**config.mk**
```make
export PLATFORM = sky130hd
export DESIGN_NAME = lagstep_clk_sel
export DESIGN_NICKNAME = d
export VERILOG_FILES = /design/src/rtl/lagstep_pkg.sv /design/src/rtl/lagstep_datapath.sv /design/src/rtl/lagstep_control.sv /design/src/rtl/lagstep_clk_sel.sv
export SDC_FILE = /design/constraint.sdc
export NUM_CORES = 1
export LEC_CHECK = 0
export BUFFER_PORTS_ARGS = -buffer_cell sky130_fd_sc_hd__buf_2
export CORE_ASPECT_RATIO = 1.2
export CORE_MARGIN = 2
export CORE_UTILIZATION = 40
export CTS_CLUSTER_SIZE = 20
export DETAILED_ROUTE_END_ITERATION = 16
export GPL_TIMING_DRIVEN = 1
export PLACE_DENSITY = 0.72
export SYNTH_ARGS = -nofsm -noshare
export SYNTH_HDL_FRONTEND = slang
export SYNTH_SLANG_ARGS = --single-unit
```
**constraint.sdc**
```tcl
create_clock -name clk -period 3.37 [get_ports clk]
set_clock_uncertainty 0.15 [all_clocks]
set_input_delay 0.674 -clock clk [delete_from_list [all_inputs] [get_ports clk]]
set_output_delay 0.674 -clock clk [all_outputs]
set_load 0.1 [all_outputs]
```
**src/rtl/lagstep_pkg.sv**
```systemverilog
package lagstep_pkg;

  // Strobes from the control half to the datapath half.
  typedef struct packed {
    logic stepUp;   // advance the index at this period boundary
    logic stepDn;   // retreat the index at this period boundary
    logic gateReq;  // requested gate level, taken in a low phase
  } freqStrobe_t;

  // Outcome of one period's evaluation.
  typedef enum logic [1:0] {
    DEC_HOLD = 2'd0,
    DEC_UP   = 2'd1,
    DEC_DN   = 2'd2
  } stepDec_e;

endpackage

```
**src/rtl/lagstep_datapath.sv**
```systemverilog
module lagstep_datapath
  import lagstep_pkg::*;
#(
  parameter int HALF_LOG    = 1,
  parameter int NUM_RATES   = 4,
  parameter int SYNC_STAGES = 2,
  localparam int CW    = HALF_LOG + NUM_RATES,
  localparam int IDX_W = (NUM_RATES > 1) ? $clog2(NUM_RATES) : 1
) (
  input  logic             clk,
  input  logic             rst_n,
  input  logic             pseudoClk,
  input  freqStrobe_t      strobe,
  output logic             periodEnd,
  output logic [CW:0]      measHigh,
  output logic [IDX_W-1:0] idxQ,
  output logic             sysClk,
  output logic             refClk
);

  logic [CW-1:0]          phaseCnt;
  logic [CW-1:0]          phaseNext;
  logic [CW:0]            hiCnt;
  logic [SYNC_STAGES-1:0] syncQ;
  logic                   psSync;
  logic [IDX_W-1:0]       idxNext;
  logic [NUM_RATES-1:0]   rateNext;
  logic                   selNext;
  logic                   gateQ;
  logic                   gateNew;
  logic                   sysClkQ;
  logic                   refQ;

  // Phase counter: one full wrap equals one reference period.
  assign phaseNext = phaseCnt + CW'(1);
  assign periodEnd = &phaseCnt;

  always_ff @(posedge clk or negedge rst_n) begin
    if (!rst_n) phaseCnt <= '0;
    else        phaseCnt <= phaseNext;
  end

  // Synchronizer for the asynchronous pseudo-clock.
  generate
    if (SYNC_STAGES > 1) begin : g_syncChain
      always_ff @(posedge clk or negedge rst_n) begin
        if (!rst_n) syncQ <= '0;
        else        syncQ <= {syncQ[SYNC_STAGES-2:0], pseudoClk};
      end
    end else begin : g_syncSingle
      always_ff @(posedge clk or negedge rst_n) begin
        if (!rst_n) syncQ <= '0;
        else        syncQ <= pseudoClk;
      end
    end
  endgenerate
  assign psSync = syncQ[SYNC_STAGES-1];

  // High-time accumulator, restarted at each period boundary.
  assign measHigh = hiCnt + {{CW{1'b0}}, psSync};

  always_ff @(posedge clk or negedge rst_n) begin
    if (!rst_n)         hiCnt <= '0;
    else if (periodEnd) hiCnt <= '0;
    else                hiCnt <= measHigh;
  end

  // Frequency index.
  always_comb begin
    idxNext = idxQ;
    if (strobe.stepUp)      idxNext = idxQ + IDX_W'(1);
    else if (strobe.stepDn) idxNext = idxQ - IDX_W'(1);
  end

  always_ff @(posedge clk or negedge rst_n) begin
    if (!rst_n) idxQ <= '0;
    else        idxQ <= idxNext;
  end

  // Divided rates for the next cycle; rate 0 is the slowest.
  generate
    for (genvar r = 0; r < NUM_RATES; r++) begin : g_rate
      assign rateNext[r] = ~phaseNext[CW-1-r];
    end
  endgenerate

  assign selNext = rateNext[idxNext];
  // The gate may move only on an edge that enters a low phase.
  assign gateNew = selNext ? gateQ : strobe.gateReq;

  always_ff @(posedge clk or negedge rst_n) begin
    if (!rst_n) begin
      gateQ   <= 1'b0;
      sysClkQ <= 1'b0;
      refQ    <= 1'b1;
    end else begin
      gateQ   <= gateNew;
      sysClkQ <= selNext & gateNew;
      refQ    <= rateNext[0];
    end
  end

  assign sysClk = sysClkQ;
  assign refClk = refQ;

endmodule

```
**src/rtl/lagstep_control.sv**
```systemverilog
module lagstep_control
  import lagstep_pkg::*;
#(
  parameter int HALF_LOG  = 1,
  parameter int NUM_RATES = 4,
  localparam int CW    = HALF_LOG + NUM_RATES,
  localparam int IDX_W = (NUM_RATES > 1) ? $clog2(NUM_RATES) : 1
) (
  input  logic             periodEnd,
  input  logic [CW:0]      measHigh,
  input  logic [IDX_W-1:0] idx,
  input  logic [CW-1:0]    thresh,
  input  logic             calUp,
  input  logic             calDn,
  input  logic             softInhibit,
  input  logic             deepGreen,
  input  logic             rippleReq,
  output freqStrobe_t      strobe
);

  localparam logic [CW+1:0]    REF_HIGH = (CW+2)'(1) << (CW-1);
  localparam logic [IDX_W-1:0] IDX_MAX  = IDX_W'(NUM_RATES - 1);

  logic signed [CW+1:0] diffS;
  logic signed [CW+1:0] thrS;
  logic                 lagOver;
  logic                 leadOver;
  stepDec_e             dec;

  // Signed excess of measured high time over the reference high time.
  assign diffS    = $signed({1'b0, measHigh}) - $signed(REF_HIGH);
  assign thrS     = $signed({2'b00, thresh});
  assign lagOver  = diffS > thrS;
  assign leadOver = (-diffS) > thrS;

  // Calibration overrides lead/lag; a conflicting pair holds.
  always_comb begin
    dec = DEC_HOLD;
    if (calUp && calDn)  dec = DEC_HOLD;
    else if (calUp)      dec = DEC_UP;
    else if (calDn)      dec = DEC_DN;
    else if (lagOver)    dec = DEC_UP;
    else if (leadOver)   dec = DEC_DN;
  end

  always_comb begin
    strobe.stepUp  = periodEnd && (dec == DEC_UP) && !softInhibit && (idx != IDX_MAX);
    strobe.stepDn  = periodEnd && (dec == DEC_DN) && (idx != '0);
    strobe.gateReq = !deepGreen || rippleReq;
  end

endmodule

```
**src/rtl/lagstep_clk_sel.sv**
```systemverilog
module lagstep_clk_sel
  import lagstep_pkg::*;
#(
  parameter int HALF_LOG    = 1,
  parameter int NUM_RATES   = 4,
  parameter int SYNC_STAGES = 2,
  localparam int CW    = HALF_LOG + NUM_RATES,
  localparam int IDX_W = (NUM_RATES > 1) ? $clog2(NUM_RATES) : 1
) (
  input  logic             clk,
  input  logic             rst_n,
  input  logic             pseudoClk_i,
  input  logic [CW-1:0]    thresh_i,
  input  logic             calUp_i,
  input  logic             calDn_i,
  input  logic             softInhibit_i,
  input  logic             deepGreen_i,
  input  logic             rippleReq_i,
  output logic             sysClk_o,
  output logic             refClk_o,
  output logic [IDX_W-1:0] freqIdx_o
);

  freqStrobe_t      strobe;
  logic             periodEnd;
  logic [CW:0]      measHigh;
  logic [IDX_W-1:0] idxQ;

  lagstep_datapath #(
    .HALF_LOG   (HALF_LOG),
    .NUM_RATES  (NUM_RATES),
    .SYNC_STAGES(SYNC_STAGES)
  ) u_dp (
    .clk      (clk),
    .rst_n    (rst_n),
    .pseudoClk(pseudoClk_i),
    .strobe   (strobe),
    .periodEnd(periodEnd),
    .measHigh (measHigh),
    .idxQ     (idxQ),
    .sysClk   (sysClk_o),
    .refClk   (refClk_o)
  );

  lagstep_control #(
    .HALF_LOG (HALF_LOG),
    .NUM_RATES(NUM_RATES)
  ) u_ctl (
    .periodEnd  (periodEnd),
    .measHigh   (measHigh),
    .idx        (idxQ),
    .thresh     (thresh_i),
    .calUp      (calUp_i),
    .calDn      (calDn_i),
    .softInhibit(softInhibit_i),
    .deepGreen  (deepGreen_i),
    .rippleReq  (rippleReq_i),
    .strobe     (strobe)
  );

  assign freqIdx_o = idxQ;

endmodule

```
**After elaboration in Yosys (flattened, before gate mapping)**

Index checks and enable logic that the tools add are counted.

- Register bits after elaboration: 18
- Input bits: 13
- Output and inout bits: 4
- Word-level logic and storage cells: 46

- Add/sub/neg operators: 6
- Bitwise operators: 5
- Equality and inequality tests: 3
- Multiplexer cells: 11
- Reductions and logical operators: 11
- Magnitude comparators: 3

Operators by type and width:

| operator | count |
|---|---|
| $gt A7 B6 Y1 | 2 |
| $mux W2 | 7 |
| $neg A7 Y7 | 1 |
| $sub A6 B5 Y7 const B | 1 |
| $add A6 B1 Y6 | 1 |
| $logic_and A1 B1 Y1 | 6 |
| $mux W6 | 1 |
| $add A5 B1 Y5 const B | 1 |
| $reduce_and A5 Y1 | 1 |
| $not A1 Y1 | 4 |
| $lt A2 B3 Y1 const B | 1 |
| $add A2 B1 Y2 const B | 1 |
| $bmux W1 S2 | 1 |
| $eq A2 B1 Y1 const B | 1 |
| $eq A2 B2 Y1 const B | 1 |
| $logic_not A1 Y1 | 2 |
| $mux W1 | 2 |
| $ne A2 B2 Y1 const B | 1 |
| $reduce_bool A2 Y1 | 1 |
| $sub A2 B1 Y2 const B | 1 |
| $and A1 B1 Y1 | 1 |
| $logic_or A1 B1 Y1 | 1 |

**Depth between registers and ports, before layout**

- Depth in word-level cells: 18
- Depth in mapped cells: 16
- Mapped depth without buffers: 16

**By module**

From an unflattened synthesis, not the netlist that was laid out.

- Cell total of the unflattened synthesis: 109
- Area, all modules: 1147.4 um^2

By module, submodules not included:

| module | instances | area an instance (um^2) | sequential area each (um^2) | cells each |
|---|---|---|---|---|
| lagstep_datapath | 1 | 732.0 | 451.7 | 53 |
| lagstep_control | 1 | 415.4 | 0.0 | 56 |

**Worst setup path before layout**

No wires, ideal clock.

- Kind: register -> register
- From: reg u_dp.syncQ[1]
- To: reg u_dp.gateQ
- Setup slack: -0.341 ns
- Library setup time: 0.079 ns
- Period minus slack after synthesis: 3.711 ns
- Cell stages (with the launch flop): 17
- Path buffers: 0
- Data arrival time: 3.482 ns
- Required time: 3.141 ns
- Cell sequence: dfrtp_1 -> ha_1 -> xnor2_1 -> ha_1 -> and4_1 -> a32oi_2 -> xor2_1 -> ha_1 -> nand3_1 -> o22ai_1 -> a21oi_1 -> nor3_1 -> a221oi_4 -> mux2i_1 -> a221o_1 -> mux2i_1 -> mux2i_1

- Cells in the longest elaborated chain, start to end: 17
- Elaborated cells on any way between the ends: 22
- Those cells by class: 3 x add/sub; 2 x order compare; 2 x eq/ne; 10 x mux; 5 x reduce/logical

RTL lines:

| what | line | text |
|---|---|---|
| start, declared | lagstep_datapath.sv:24 | `logic [SYNC_STAGES-1:0] syncQ;` |
| start signal, assigned | lagstep_datapath.sv:48 | `else syncQ <= {syncQ[SYNC_STAGES-2:0], pseudoClk};` |
| $add A6 B1 Y6 (*) | lagstep_datapath.sv:60 | `assign measHigh = hiCnt + {{CW{1'b0}}, psSync};` |
| $sub A6 B5 Y7 (*) | lagstep_control.sv:31 | `assign diffS = $signed({1'b0, measHigh}) - $signed(REF_HIGH);` |
| $neg A7 Y7 | lagstep_control.sv:34 | `assign leadOver = (-diffS) > thrS;` |
| $gt A7 B6 Y1 | lagstep_control.sv:34 |  |
| $mux W2 | lagstep_control.sv:43 | `else if (leadOver) dec = DEC_DN;` |
| $mux W2 (*) | lagstep_control.sv:42 | `else if (lagOver) dec = DEC_UP;` |
| $mux W2 (*) | lagstep_control.sv:41 | `else if (calDn) dec = DEC_DN;` |
| $mux W2 (*) | lagstep_control.sv:40 | `else if (calUp) dec = DEC_UP;` |
| $mux W2 (*) | lagstep_control.sv:39 | `if (calUp && calDn) dec = DEC_HOLD;` |
| $eq A2 B2 Y1 or $eq A2 B1 Y1 (tied branches) | lagstep_control.sv:48, lagstep_control.sv:47 |  |
| $logic_and A1 B1 Y1, on equally long branches (2 in series) | lagstep_control.sv:48, lagstep_control.sv:47 |  |
| $mux W2 or $logic_and A1 B1 Y1 (tied branches) | lagstep_datapath.sv:72, lagstep_control.sv:47 |  |
| $mux W2 (*) | lagstep_datapath.sv:71 | `if (strobe.stepUp) idxNext = idxQ + IDX_W'(1);` |
| $bmux W1 S2 (*) | lagstep_datapath.sv:87 | `assign selNext = rateNext[idxNext];` |
| $mux W1 (not written as such) (*) | lagstep_datapath.sv:87 |  |
| $mux W1 (*) | lagstep_datapath.sv:89 | `assign gateNew = selNext ? gateQ : strobe.gateReq;` |
| via u_dp.gateNew | lagstep_datapath.sv:30 | `logic gateNew;` |
| end signal, assigned | lagstep_datapath.sv:97 | `gateQ <= gateNew;` |
| end, declared | lagstep_datapath.sv:29 | `logic gateQ;` |

The timed path passes the listed nets; every way through them passes the cells marked *. The select of a mux whose other input is x is not followed.

**Final worst setup path**

Ends and elaborated chain as after synthesis.

==> results.txt <==
- Run status: complete, but fails checks
* Violated checks: setup timing
* Die W: 58.4 um
* Number of nets produced by synthesis: around 190
* Post-Place Cell Area: 1780 um2
* Final layout net count: around 230
- Of the post-synthesis cell area, the dominant cell type holds 29.9%.
* Wire length of the first global-routing pass: 6040 um
- Summed over all instances, the cell type with the most area after synthesis is dfrtp_1.
- Initial antenna violation count: 0
* Number of global-route vias before repair: 1,352
* Number of buffers added by the clock tree synthesis step: 3
- In this run the number of H-tree levels came out at 1.
- Antenna violation net count after detailed routing: 0
- HPWL Detailed: 2660 um
- On the critical path, the stage with the largest delay is an instance of dfrtp_1.
- After clock tree synthesis, the clock-pin slew on the worst setup and hold paths is 0.06 ns.
* Kind of launch point of the worst setup path: register
- Largest net degree at the start of global routing: 19
* Top Ports: 17
* Top cell types by occurrence after synthesis: 20 x inv_1, 18 x ha_1, 17 x dfrtp_1, 13 x nor2_1, 11 x nand2_1
* Synth warnings: 0
* Floorplan core area: 3370 um2
- Number of enable-type register cells in the synthesized netlist: 0
- The critical path goes through ha_4 -> xnor2_2 -> ha_2 -> and4_1 -> a32oi_2 -> xor2_1 -> ha_1 -> nand3_2 -> o22ai_2 -> a21oi_2 -> nor3_2 -> a221oi_4 -> buf_6 -> mux2i_1 -> a221o_1 -> mux2i_1 -> mux2i_1.
- Max Freq: 265 MHz
- Setup CP Type: register to register
* Average instance area after synthesis: slightly above 9 um2
- Leak: 0.956 nW
* Unique masters post-synth: 41
- Smallest setup slack after layout: -0.402 ns
- The cell count after synthesis came out at 155.
- From synthesis to final layout, the design area changed by 35.6%.
* First DRT Iteration DRCs: 55
* Top post-synthesis cells by area: dfrtp_1 30%, ha_1 16%, inv_1 5.3%
* Area of the mapped netlist: 1420 um2
* TritonRoute pass-1 iters: 4
- CP endpoint: u_dp.gateQ$_DFF_PN0_
- Critical path buffer and inverter count: 1
- Effective utilization at floorplan: 42.2%
- Die Outline Area: 4050 um2
* Setup-violating endpoint count in the final report: 2
- Smallest hold slack: 0.180 ns
- Highest fanout seen on the critical path: 4
* Startpoint of the worst-slack reg-to-reg timing path: u_dp.syncQ[1]$_DFF_PN0_
- For this design, the CTS-stage hold fixing added 0 buffers.
- CTS root buf: clkbuf_8
* Final GP Congestion: 0.915
- Remaining global-route overflow: 0
* Clock latency reported for the late side of the worst-skew pair: between 0.2 and 0.3 ns
- For the worst setup path, the data required time is about 3.4 ns.
- Leading cell type by number of instances after synthesis: inv_1
- Total wire length: ~3400 um
- At the pin with the least slew margin, the transition time is about 0.49 ns.
- Number of flip-flops and latches in the synthesized netlist: 18
* Final total negative setup slack: -0.729 ns
* Post-route design area: 1930 um2
- In the synthesized netlist the dominant register cell turns out to be dfrtp_1.
- The tool flagged a number of max-cap violations equal to 0.
* Pwr/cell area: 928 nW/um2
* Capture instance of the worst register-to-register path: u_dp.gateQ$_DFF_PN0_
- Counting buffers and inverters, the worst setup path is 17 cells deep.
- Portion of the clock cycle consumed by the worst path in the final layout: 112%
- Worst vdd ir: 586 uV
- The number of slew-limit violations in the final report was 0.
- The routed layout has 1,301 vias.
- The largest single stage delay on the critical path is 0.43 ns.
- Final worst path period need: ~3.8 ns
- Layout cell share with drive strength beyond 1: 34.8%
* Setup repair after global routing missed its margin: true
* Type of destination of the critical path: register
* Count of fill cells added during filler insertion: 303
- For the worst flop-to-flop path, the logic depth is 17.
* Largest delay contributor family on the critical path: compound AO/OA/AOI/OAI gates
- In the routed layout, each cell is associated on average with a via count of 5.47.
* Overall fraction of global-route tracks in use: 19.0%
- Worst path most repeated cell: mux2i_1
- The worst pin sits at a relative slew slack of 67.9%.
- Of the synthesized area, sequential elements account for 31.8%.
- In the final routed layout, each cell accounts on average for 14.4 um.
- Number of design rule violations left after detail routing: 0
* Min-Delay Path Class: primary input to async pin
- After floorplanning, the core was divided into 23 placement rows.
- Slack of the worst reg-to-reg path: -0.40 ns
- Count of endpoints failing hold in the final timing report: 0
* Die Ht: 69.3 um
- Worst Path Arrival: 3.80 ns
* Max Buffers Root-to-Sink: 2
- Number of sinks on the clock net: 18
- Counting flops with an async set or reset pin after synthesis yields a share of 100%.
- Number of input and output port buffers inserted: 16
* CTS tree: built
* Antenna diode instance count: 0
- The most critical setup path has its startpoint at u_dp.syncQ[1]$_DFF_PN0_.
-- layer usage --
metal  part of all wire (%)  vias to the layer above  global-route usage [%]
met5                      0                        -                       0
met4                    1.9                        0                    5.43
met3                    3.7                       10                    4.29
met2                     56                       38                    35.6
met1                     39                      617                    20.5
li1                       -                      636                       -
-- area by class of cell --
class,instances,area (um2),area share [%]
clock buffer,4,55.1,2.86
multi-input combinational,115,1000,51.9
sequential,18,452,23.4
inverter,20,75.1,3.90
timing repair buffer,44,298,15.5
tap,37,46.3,2.40
-- sequential cells by signal, indices dropped and copies added, names as in the netlist --
| signal | flops |
|---|---|
| u_dp.gateQ | 1 |
| u_dp.hiCnt | 6 |
| u_dp.idxQ | 2 |
| u_dp.sysClk | 1 |
| u_dp.phaseCnt | 5 |
| u_dp.refClk | 1 |
| u_dp.syncQ | 2 |
-- cell usage in the layout (no fill, tap or decap), types with 2 or more instances in the layout --
cell,Yosys,layout
ha_4,0,3
nor2b_1,4,4
and3_1,2,2
nor2_1,13,13
nor3_1,5,3
a21o_1,2,2
xor2_1,4,3
nand3_1,9,8
xnor2_2,0,3
nand2_1,11,11
ha_1,18,14
xnor2_1,8,5
mux2i_1,6,6
inv_1,20,20
a21oi_1,5,3
buf_2,0,16
buf_6,0,2
o21a_1,2,2
nor3_2,0,2
buf_4,0,26
dfrtp_1,17,17
clkbuf_8,0,4
a21oi_2,0,2
o211ai_1,2,2
-- kinds of logic (layout without fill, tap and decap cells) --
| family | count (synthesis) | in the layout | share of synthesized area [%] |
|---|---|---|---|
| buf+inv | 22 | 68 | 5.81 |
| mux | 7 | 7 | 5.02 |
| compound gates | 24 | 24 | 14.1 |
| simple gates | 54 | 54 | 20.1 |
| fa+ha+maj | 18 | 18 | 15.8 |
| flops | 18 | 18 | 31.8 |
| xor+xnor | 12 | 12 | 7.39 |
-- power breakdown --
group	switching [mW]	internal, mW	total, mW	leakage, nW
logic	0.686	0.613	1.30	0.712
registers	0.0514	0.266	0.318	0.215
clock network	0.0668	0.104	0.171	0.0288
-- through the flow --
| step | setup slack (ns) | power [mW] | utilization (%) | cells |
|---|---|---|---|---|
| finish | -0.402 | 1.79 | 57.2 | 238 |
| global route | -0.634 | 1.94 | 57.2 | 238 |
| CTS | -0.319 | 1.77 | 57.0 | 238 |
| detailed placement | -0.412 | 1.44 | 52.8 | 229 |
| global placement | -0.310 | 1.38 | 52.8 | 229 |
| floorplan | -0.173 | 1.09 | - | 155 |
-- timing repair --
action	in CTS	in global routing
gates resized for setup	9	1
pin swaps	16	1
setup buffers	6	0
setup endpoints to repair	3	4
-- worst min-delay path by stage --
stage,startpoint,to,slack (ns),cells after the start
2_1_floorplan,u_dp.syncQ[0]$_DFF_PN0_,u_dp.syncQ[1]$_DFF_PN0_,0.18,0
3_3_place_gp,u_dp.syncQ[0]$_DFF_PN0_,u_dp.syncQ[1]$_DFF_PN0_,0.19,0
4_1_cts,rst_n,u_dp.hiCnt[5]$_DFF_PN0_,0.19,1
6_report,rst_n,u_dp.idxQ[1]$_DFF_PN0_,0.18,1
5_1_grt,rst_n,u_dp.hiCnt[5]$_DFF_PN0_,0.21,1
3_5_place_dp,u_dp.syncQ[0]$_DFF_PN0_,u_dp.syncQ[1]$_DFF_PN0_,0.19,0
Note: power is estimated with default switching activity, not from simulation.
